==> src/rtl/fcc_pkg.sv <==
package fcc_pkg;
  typedef enum logic [3:0] {
    S_READ, S_UNL1, S_UNL2, S_ERS1, S_ERS2, S_ERS3, S_PGM, S_AUTO, S_BUSY, S_ERR
  } fcc_state_e;

  localparam logic [7:0] C_UNLK_A = 8'hAA;
  localparam logic [7:0] C_UNLK_B = 8'h55;
  localparam logic [7:0] C_IDENT  = 8'h90;
  localparam logic [7:0] C_PROG   = 8'hA0;
  localparam logic [7:0] C_ERASE  = 8'h80;
  localparam logic [7:0] C_CHIP   = 8'h10;
  localparam logic [7:0] C_SECT   = 8'h30;
  localparam logic [7:0] C_RESET  = 8'hF0;
  localparam logic [10:0] A_FIRST  = 11'h555;
  localparam logic [10:0] A_SECOND = 11'h2AA;
  localparam logic [7:0] ID_MFR   = 8'h01;
  localparam logic [7:0] ID_DEV   = 8'h20;
  localparam logic [7:0] ERR_BYTE = 8'h20;

  // true when a write matches one expected sequence step
  function automatic logic step_hit(logic [10:0] a, logic [7:0] d,
                                    logic [10:0] ea, logic [7:0] ed);
    return (a == ea) && (d == ed);
  endfunction

  // identification byte for a read selector and the sector's protect bit
  function automatic logic [7:0] ident_byte(logic [1:0] sel, logic prot);
    case (sel)
      2'd0:    return ID_MFR;
      2'd1:    return ID_DEV;
      2'd2:    return {7'd0, prot};
      default: return 8'h00;
    endcase
  endfunction
endpackage

==> src/rtl/fcc_wr_qual.sv <==
module fcc_wr_qual (
  input  logic clk,
  input  logic rst_n,
  input  logic ce_n,
  input  logic oe_n,
  input  logic we_n,
  output logic fire
);
  logic qual, qual_q;
  assign qual = !ce_n && !we_n && oe_n;
  always_ff @(posedge clk or negedge rst_n)
    if (!rst_n) qual_q <= 1'b0;
    else        qual_q <= qual;
  assign fire = qual && !qual_q;
endmodule

==> src/rtl/fcc_busy_timer.sv <==
module fcc_busy_timer #(
  parameter int BUSY_CYCLES = 20
) (
  input  logic clk,
  input  logic rst_n,
  input  logic start,
  output logic done
);
  localparam int CW = $clog2(BUSY_CYCLES + 1);
  localparam logic [CW-1:0] LOAD = CW'(BUSY_CYCLES - 1);
  logic [CW-1:0] cnt;
  always_ff @(posedge clk or negedge rst_n)
    if (!rst_n)          cnt <= '0;
    else if (start)      cnt <= LOAD;
    else if (cnt != '0)  cnt <= cnt - 1'b1;
  assign done = (cnt == '0);
endmodule

==> src/rtl/fcc_seq.sv <==
module fcc_seq
  import fcc_pkg::*;
(
  input  logic        clk,
  input  logic        rst_n,
  input  logic        fire,
  input  logic [10:0] wa,
  input  logic [7:0]  wd,
  input  logic        op_done,
  input  logic        fail_inject,
  output fcc_state_e  st,
  output logic        op_start
);
  fcc_state_e nxt;

  always_comb begin
    nxt = st;
    if (st == S_BUSY) begin
      if (fail_inject)  nxt = S_ERR;
      else if (op_done) nxt = S_READ;
    end else if (st == S_ERR) begin
      if (fire && wd == C_RESET) nxt = S_READ;
    end else if (fire) begin
      if (wd == C_RESET) nxt = S_READ;
      else begin
        nxt = S_READ;
        case (st)
          S_READ: if (step_hit(wa, wd, A_FIRST,  C_UNLK_A)) nxt = S_UNL1;
          S_UNL1: if (step_hit(wa, wd, A_SECOND, C_UNLK_B)) nxt = S_UNL2;
          S_UNL2: begin
            if      (step_hit(wa, wd, A_FIRST, C_IDENT)) nxt = S_AUTO;
            else if (step_hit(wa, wd, A_FIRST, C_PROG))  nxt = S_PGM;
            else if (step_hit(wa, wd, A_FIRST, C_ERASE)) nxt = S_ERS1;
          end
          S_ERS1: if (step_hit(wa, wd, A_FIRST,  C_UNLK_A)) nxt = S_ERS2;
          S_ERS2: if (step_hit(wa, wd, A_SECOND, C_UNLK_B)) nxt = S_ERS3;
          S_ERS3: if (step_hit(wa, wd, A_FIRST, C_CHIP) || wd == C_SECT) nxt = S_BUSY;
          S_PGM:  nxt = S_BUSY;
          S_AUTO: nxt = S_AUTO;
          default: nxt = S_READ;
        endcase
      end
    end
  end

  assign op_start = (st != S_BUSY) && (nxt == S_BUSY);

  always_ff @(posedge clk or negedge rst_n)
    if (!rst_n) st <= S_READ;
    else        st <= nxt;
endmodule

==> src/rtl/fcc_rd_mux.sv <==
module fcc_rd_mux
  import fcc_pkg::*;
#(
  parameter int SECT_BITS = 3
) (
  input  logic                   rd_en,
  input  fcc_state_e             st,
  input  logic [1:0]             sel,
  input  logic [SECT_BITS-1:0]   sect,
  input  logic [(1<<SECT_BITS)-1:0] prot,
  input  logic [7:0]             array_q,
  output logic [7:0]             dout
);
  always_comb begin
    dout = 8'h00;
    if (rd_en) begin
      case (st)
        S_AUTO:  dout = ident_byte(sel, prot[sect]);
        S_BUSY:  dout = 8'h00;
        S_ERR:   dout = ERR_BYTE;
        default: dout = array_q;
      endcase
    end
  end
endmodule

==> src/rtl/flash_cmd_ctrl.sv <==
module flash_cmd_ctrl
  import fcc_pkg::*;
#(
  parameter int ADDR_W      = 17,
  parameter int SECT_BITS   = 3,
  parameter int BUSY_CYCLES = 20
) (
  input  logic                      clk,
  input  logic                      rst_n,
  input  logic                      ce_n,
  input  logic                      oe_n,
  input  logic                      we_n,
  input  logic [ADDR_W-1:0]         addr,
  input  logic [7:0]                din,
  input  logic [7:0]                array_q,
  input  logic [(1<<SECT_BITS)-1:0] sect_prot,
  input  logic                      fail_inject,
  output logic [7:0]                dout,
  output logic                      busy,
  output logic                      err
);
  localparam int CMD_AW = 11;

  logic       wr_fire, op_start, op_done, st_auto;
  logic [7:0] wr_data;
  fcc_state_e st;

  assign wr_data = din;

  fcc_wr_qual u_qual (
    .clk(clk), .rst_n(rst_n), .ce_n(ce_n), .oe_n(oe_n), .we_n(we_n), .fire(wr_fire)
  );

  fcc_seq u_seq (
    .clk(clk), .rst_n(rst_n), .fire(wr_fire), .wa(addr[CMD_AW-1:0]), .wd(wr_data),
    .op_done(op_done), .fail_inject(fail_inject), .st(st), .op_start(op_start)
  );

  fcc_busy_timer #(.BUSY_CYCLES(BUSY_CYCLES)) u_timer (
    .clk(clk), .rst_n(rst_n), .start(op_start), .done(op_done)
  );

  fcc_rd_mux #(.SECT_BITS(SECT_BITS)) u_rd (
    .rd_en(!ce_n && !oe_n), .st(st), .sel(addr[1:0]),
    .sect(addr[ADDR_W-1 -: SECT_BITS]), .prot(sect_prot),
    .array_q(array_q), .dout(dout)
  );

  assign busy    = (st == S_BUSY);
  assign err     = (st == S_ERR);
  assign st_auto = (st == S_AUTO);
endmodule

==> config.mk <==
export PLATFORM = sky130hd
export DESIGN_NAME = flash_cmd_ctrl
export DESIGN_NICKNAME = d
export VERILOG_FILES = /design/src/rtl/fcc_pkg.sv /design/src/rtl/fcc_wr_qual.sv /design/src/rtl/fcc_busy_timer.sv /design/src/rtl/fcc_seq.sv /design/src/rtl/fcc_rd_mux.sv /design/src/rtl/flash_cmd_ctrl.sv
export SDC_FILE = /design/constraint.sdc
export NUM_CORES = 1
export LEC_CHECK = 0
export BUFFER_PORTS_ARGS = -buffer_cell sky130_fd_sc_hd__clkbuf_2
export CORE_ASPECT_RATIO = 0.6
export CORE_MARGIN = 5
export CORE_UTILIZATION = 42
export DETAILED_ROUTE_END_ITERATION = 8
export PLACE_DENSITY_LB_ADDON = 0.25
export SLEW_MARGIN = 20
export SYNTH_ARGS = -nofsm -noshare
export SYNTH_HDL_FRONTEND = slang
export SYNTH_SLANG_ARGS = --single-unit
export TNS_END_PERCENT = 50
==> constraint.sdc <==
create_clock -name clk -period 1.7 [get_ports clk]
set_input_delay 0.34 -clock clk [delete_from_list [all_inputs] [get_ports clk]]
set_output_delay 0.34 -clock clk [all_outputs]
set_load 0.01 [all_outputs]
==> results.cfg, run 1 <==
[synth]
yosysSeqAreaShare_pct = 26.8
synth.avg_cell_area_um2 = 8.32
yosys_warnings = 0
netlist_instances = 112
synthFlopType = dfrtp_1
synth_cell_types = 41
syn-cell-area_um2 = 932
yosys.area.top_type_share_pct = 26.8
synthArstFlopShare_pct = 100
synth_area_leader_cell = dfrtp_1
synth_edf_count = 0
ys_ff_latch = 10
syn-num-nets = 160
synth.area.top_cells = dfrtp_1 (27%), nand2_1 (5.6%), nor2_1 (5.2%), mux4_2 (4.8%), and2_1 (4.7%)

[timing]
maxSlewHeadroom_pct = 74.4
period_needed_ns = 1.84
worst-slew-pin-transition_ns = 0.381
rsz0062_at_grt = yes
finalMaxSlewViolations = 0
worst_slack_ns = -0.137
fin_skew_ns = 0.00131
finalCritPeriodShare_pct = 108
setup_viol = 9
max_freq_ghz = 0.544
hold_viol_final = 0

[layout]
antenna-diode-count = 0
layout-drive-gt1-share_pct = 50.0
multi_input_area_um2 = 738
n_fill_cell = 172
instances_no_fill = 214
post-route-util_pct = 69.5
area_growth_pct = 60.0
nNetsFinal = 234
seqCellArea_um2 = 251

[pwr]
peakVddDrop_uv = 434
powerDensity_nw_per_um2 = 690
leakage_nw = 0.732
total_power_mw = 1.03

[route]
wl_met2_um = 1570
first_pass_iters = 4
wirelength_um = 3270
drt.antenna.violating_nets = 0
drt-initial-drc-count = 61
wl_met1_um = 1390
route.detailed.drc = 0
via_per_inst = 5.57
maxUsedRoutingLayer = met4
post_drt_wl_per_cell_um = 15.3
vias = 1191
met3WireLength_um = 258

[worst_setup_path]
end_kind = output pin
worst-r2r-setup-slack_ns = 0.09
slowest_delay_ns = 0.39
path_cells = buf_4 -> nor2_4 -> nand2_4 -> nand3_1 -> o21ai_0 -> and3_1 -> clkbuf_2
critical_path_required_ns = 1.36
cp_max_fo = 6
critical_path_class = reg2out
setup.worst_path.start_class = flip-flop
arrival_ns = 1.50
cpMaxStageDelayCell = dfrtp_1

[clock_network]
cts_buffer_depth = 2
cts-root-buf = clkbuf_8
cts.htree.levels = 1
clk_latency_ns = 0.24
clk_pin_slew_ns = 0.05
cts.sinks = 10
tritoncts = done
cts_buffers = 3

[grt]
grt_max_degree = 11
grt_first_pass_wirelength_um = 5050
grt_overflow = 0
grt.total_usage_pct = 20.2
grt_pass1_vias = 1140
antenna_found_initial = 0

[flow_run]
maxCapViolations = 0

[place]
dp_slack_ns = -0.0954
dp_hpwl_um = 2460
place_inst = 204
gp_congestion = 0.894
io_buffers = 53

[die]
fp.coreArea_um2 = 2150
dieArea_um2 = 3290
die_h_um = 46.5
ios = 57
die_x_um = 70.8
start_util_pct = 43.4
rows = 13

[run_status]
violations = negative setup slack
status = complete, but fails checks

[hold_path]
hold_class = in2reg
[cells in the mapped netlist, types with 3 or more instances]
library cell	instances
o211ai_1	3
nor3_1	5
o21ai_0	4
nand3_1	5
nand4_1	3
nor2_1	13
and2_1	7
nor4_1	3
nand2_1	14
dfrtp_1	10
and3_1	3
inv_1	3
[cells in the final DEF, fill, tap and decap left out, types with 3 or more instances in the layout]
| cell type | instances |
|---|---|
| nand4_1 | 3 |
| o21ai_0 | 4 |
| nand3_1 | 4 |
| nand2_1 | 13 |
| inv_1 | 3 |
| o211ai_1 | 3 |
| clkbuf_2 | 50 |
| dfrtp_1 | 9 |
| nor4_1 | 3 |
| and2_1 | 7 |
| nor3_1 | 4 |
| buf_4 | 17 |
| nor2_1 | 10 |
| clkbuf_8 | 4 |
[routing by layer]
| layer | GRT usage [%] | vias to the layer above |
|---|---|---|
| met1 | 24.2 | 564 |
| li1 | - | 571 |
| met5 | 0 | - |
| met4 | 7.49 | 0 |
| met3 | 7.41 | 7 |
| met2 | 33.9 | 49 |
[worst max-delay path, delay by kind of cell, from the launching register on]
family	cells	cell delay, ns
buf+inv	2	0.27
flops	1	0.39
simple gates	4	0.51
compound gates	1	0.07
[report_power, final]
| group | total, mW | internal, mW | leakage (nW) | switching (mW) |
|---|---|---|---|---|
| sequential | 0.357 | 0.301 | 0.128 | 0.0560 |
| clock | 0.245 | 0.155 | 0.0216 | 0.0904 |
| combinational | 0.426 | 0.209 | 0.582 | 0.218 |
[flip-flops by register name, indices dropped and copies added (netlist names)]
register / flops
u_qual.qual_q: 1
u_timer.cnt: 5
u_seq.st: 4
[logic make-up (layout without fill, tap and decap cells)]
group | count (synthesis) | after routing | share of synthesized area, %
mux | 4 | 4 | 6.98
fa+ha+maj | 1 | 1 | 1.34
xor+xnor | 2 | 2 | 1.88
simple gates | 72 | 72 | 45.9
flops | 10 | 10 | 26.8
buf+inv | 5 | 77 | 2.15
compound gates | 18 | 18 | 14.9
[stage by stage]
step                setup TNS (ns)  hold WS [ns]  area [um2]
floorplan                        0        0.0444         937
global placement            -0.144         0.214        1310
detailed placement          -0.237         0.211        1310
CTS                         -0.455         0.304        1440
global route                 -1.55         0.305        1490
finish                      -0.880         0.298        1490
[worst paths after layout]
check                                from              to  depth (start not counted)
max                           u_seq.st[2]         dout[0]                          7
min                                  we_n   u_qual.qual_q                          2
max reg2reg                   u_seq.st[1]     u_seq.st[1]                          6
min reg2reg                u_timer.cnt[4]  u_timer.cnt[4]                          2
max in group asynchronous           rst_n     u_seq.st[1]                          2
min in group asynchronous           rst_n  u_timer.cnt[4]                          2
[final cells by class]
type	count	area share [%]
repair buffers	71	27.6
well taps	30	2.52
flip-flops and latches	10	16.9
clock buffers	3	2.77
inverters	3	0.755
multi-input cells	97	49.5
[repair_timing]
item | in CTS | in global routing
pin swaps | 2 | 4
buffers inserted | 3 | 3
gates resized for setup | 11 | 9
hold buffers | 1 | 0
setup endpoints to repair | 8 | 13
hold endpoints to repair | 10 | 0
cloned | 0 | 0
Note: power is estimated with default switching activity, not from simulation.
==> run 2, diff against run 1 <==
--- a/config.mk
+++ b/config.mk
@@ -11,6 +11,7 @@
 export CORE_UTILIZATION = 42
 export DETAILED_ROUTE_END_ITERATION = 8
 export PLACE_DENSITY_LB_ADDON = 0.25
+export SETUP_SLACK_MARGIN = 0.15
 export SLEW_MARGIN = 20
 export SYNTH_ARGS = -nofsm -noshare
 export SYNTH_HDL_FRONTEND = slang
==> results.cfg, run 2 (synthesis results as in run 1) <==
[grt]
grt_overflow = 0
antenna_found_initial = 0
grt_max_degree = 11
grt.total_usage_pct = 20.2
grt_first_pass_wirelength_um = 5110
grt_pass1_vias = 1102

[clock_network]
clk_pin_slew_ns = 0.05
cts.htree.levels = 1
clk_latency_ns = 0.24
cts_buffers = 3
cts-root-buf = clkbuf_8
tritoncts = done
cts.sinks = 10
cts_buffer_depth = 2

[run_status]
violations = negative setup slack
status = complete, but fails checks

[layout]
area_growth_pct = 65.5
layout-drive-gt1-share_pct = 53.0
top_regs = u_timer.cnt x5, u_seq.st x4, u_qual.qual_q x1
final_common_cell = clkbuf_2
antenna-diode-count = 0
mostFrequentLayoutCells = clkbuf_2 (43), buf_4 (14), nand2_1 (13), nor2_1 (11), dfrtp_1 (7)
largest_reg_flops = 5
nNetsFinal = 232
post-route-util_pct = 71.9
largest_register = u_timer.cnt

[route]
drt-initial-drc-count = 52
post_drt_wl_per_cell_um = 15.3
first_pass_iters = 4
via_per_inst = 5.46
wirelength_um = 3260
vias = 1163
drt.antenna.violating_nets = 0
route.detailed.drc = 0

[pwr]
leakage_nw = 0.745
switching_share_pct = 34.4
powerDensity_nw_per_um2 = 660
clock_power_share_pct = 25.4
peakVddDrop_uv = 546
total_power_mw = 1.02
switching_power_mw = 0.350
p_int_mw = 0.668
seq_power_share_pct = 36.5
combPwrFrac_pct = 38.1

[timing]
max_freq_ghz = 0.552
maxSlewHeadroom_pct = 76.3
setup_viol = 8
fin_skew_ns = 0.00229
worst-slew-pin-transition_ns = 0.353
hold_viol_final = 0
period_needed_ns = 1.81
rsz0062_at_grt = yes
finalCritPeriodShare_pct = 106
worst_slack_ns = -0.110
finalMaxSlewViolations = 0

[place]
io_buffers = 53
dp_hpwl_um = 2490
gp_congestion = 0.903

[worst_setup_path]
critical_path_required_ns = 1.36
cpMaxStageDelayCell = dfrtp_2
end_kind = output pin
slowest_delay_ns = 0.43
path_buf_inv = 1
setup.worst_path.start_class = flip-flop
critical_path_class = reg2out
arrival_ns = 1.47
crit_family = flip-flops
path_cells = nor2b_4 -> nand3_4 -> a311oi_2 -> nor3_2 -> buf_2
cp_max_fo = 6

[die]
fp.coreArea_um2 = 2150
rows = 13
start_util_pct = 43.4
die_x_um = 70.8
dieArea_um2 = 3290
die_h_um = 46.5
ios = 57

[flow_run]
maxCapViolations = 0

[hold_path]
hold_class = in2reg
-- run 2: cell count changes in the layout (fill, tap and decap cells not counted), moves of 3 or more --
cell      change
buf_6         +6
clkbuf_2      -7
and2_1        -4
buf_4         -3
and2_4        +4
-- run 2: per-layer routing --
layer  vias to the layer above  track usage (%)  wire length [um]
met5                         -                0                 0
met4                         0             4.49                27
met3                         4             7.84               305
met2                        59             33.1              1600
met1                       527             25.5              1320
li1                        573                -                 -
-- run 2: layout make-up --
cell class | instances | area, um2
Inverter | 3 | 11.3
Tap cell | 30 | 37.5
Fill cell | 165 | 604
Timing Repair Buffer | 69 | 433
Sequential cell | 10 | 254
Clock buffer | 4 | 45.0
Multi-Input combinational cell | 97 | 762
-- run 2: path summary, 6_finish.rpt --
kind                           startpoint        endpoint  slack (ns)  cells past startpoint
setup / recovery              u_seq.st[3]         dout[5]       -0.11                      5
setup reg to reg              u_seq.st[1]     u_seq.st[0]        0.11                      6
hold / removal                       we_n   u_qual.qual_q        0.29                      2
min in group asynchronous           rst_n   u_qual.qual_q        0.54                      2
hold reg to reg            u_timer.cnt[4]  u_timer.cnt[4]        0.50                      2
max in group asynchronous           rst_n     u_seq.st[0]        0.94                      2
-- run 2: power by group through the flow --
stage / logic (mW) / clock network (mW) / registers (mW)
finish: 0.388 / 0.258 / 0.372
global route: 0.438 / 0.275 / 0.382
CTS: 0.372 / 0.261 / 0.369
detailed placement: 0.366 / 0 / 0.367
global placement: 0.345 / 0 / 0.367
floorplan: 0.261 / 0 / 0.335
-- run 2: what timing repair did --
item,CTS,global route
setup endpoints to repair,13,16
buffers inserted,3,2
hold buffers,1,0
cloned,0,0
pin swaps,3,11
resized for setup,6,27
endpoints found under the hold margin,10,0
-- run 2: metrics by stage --
step,hold slack (ns),setup TNS (ns),instance area (um2),worst slack (ns),cells
4_1_cts,0.288,-0.916,1460,-0.177,211
3_3_place_gp,0.215,-0.0774,1350,-0.0737,203
5_1_grt,0.291,-1.15,1540,-0.175,213
3_5_place_dp,0.213,-0.158,1350,-0.108,203
2_1_floorplan,0.0444,0,982,0.157,112
6_report,0.292,-0.625,1540,-0.110,213
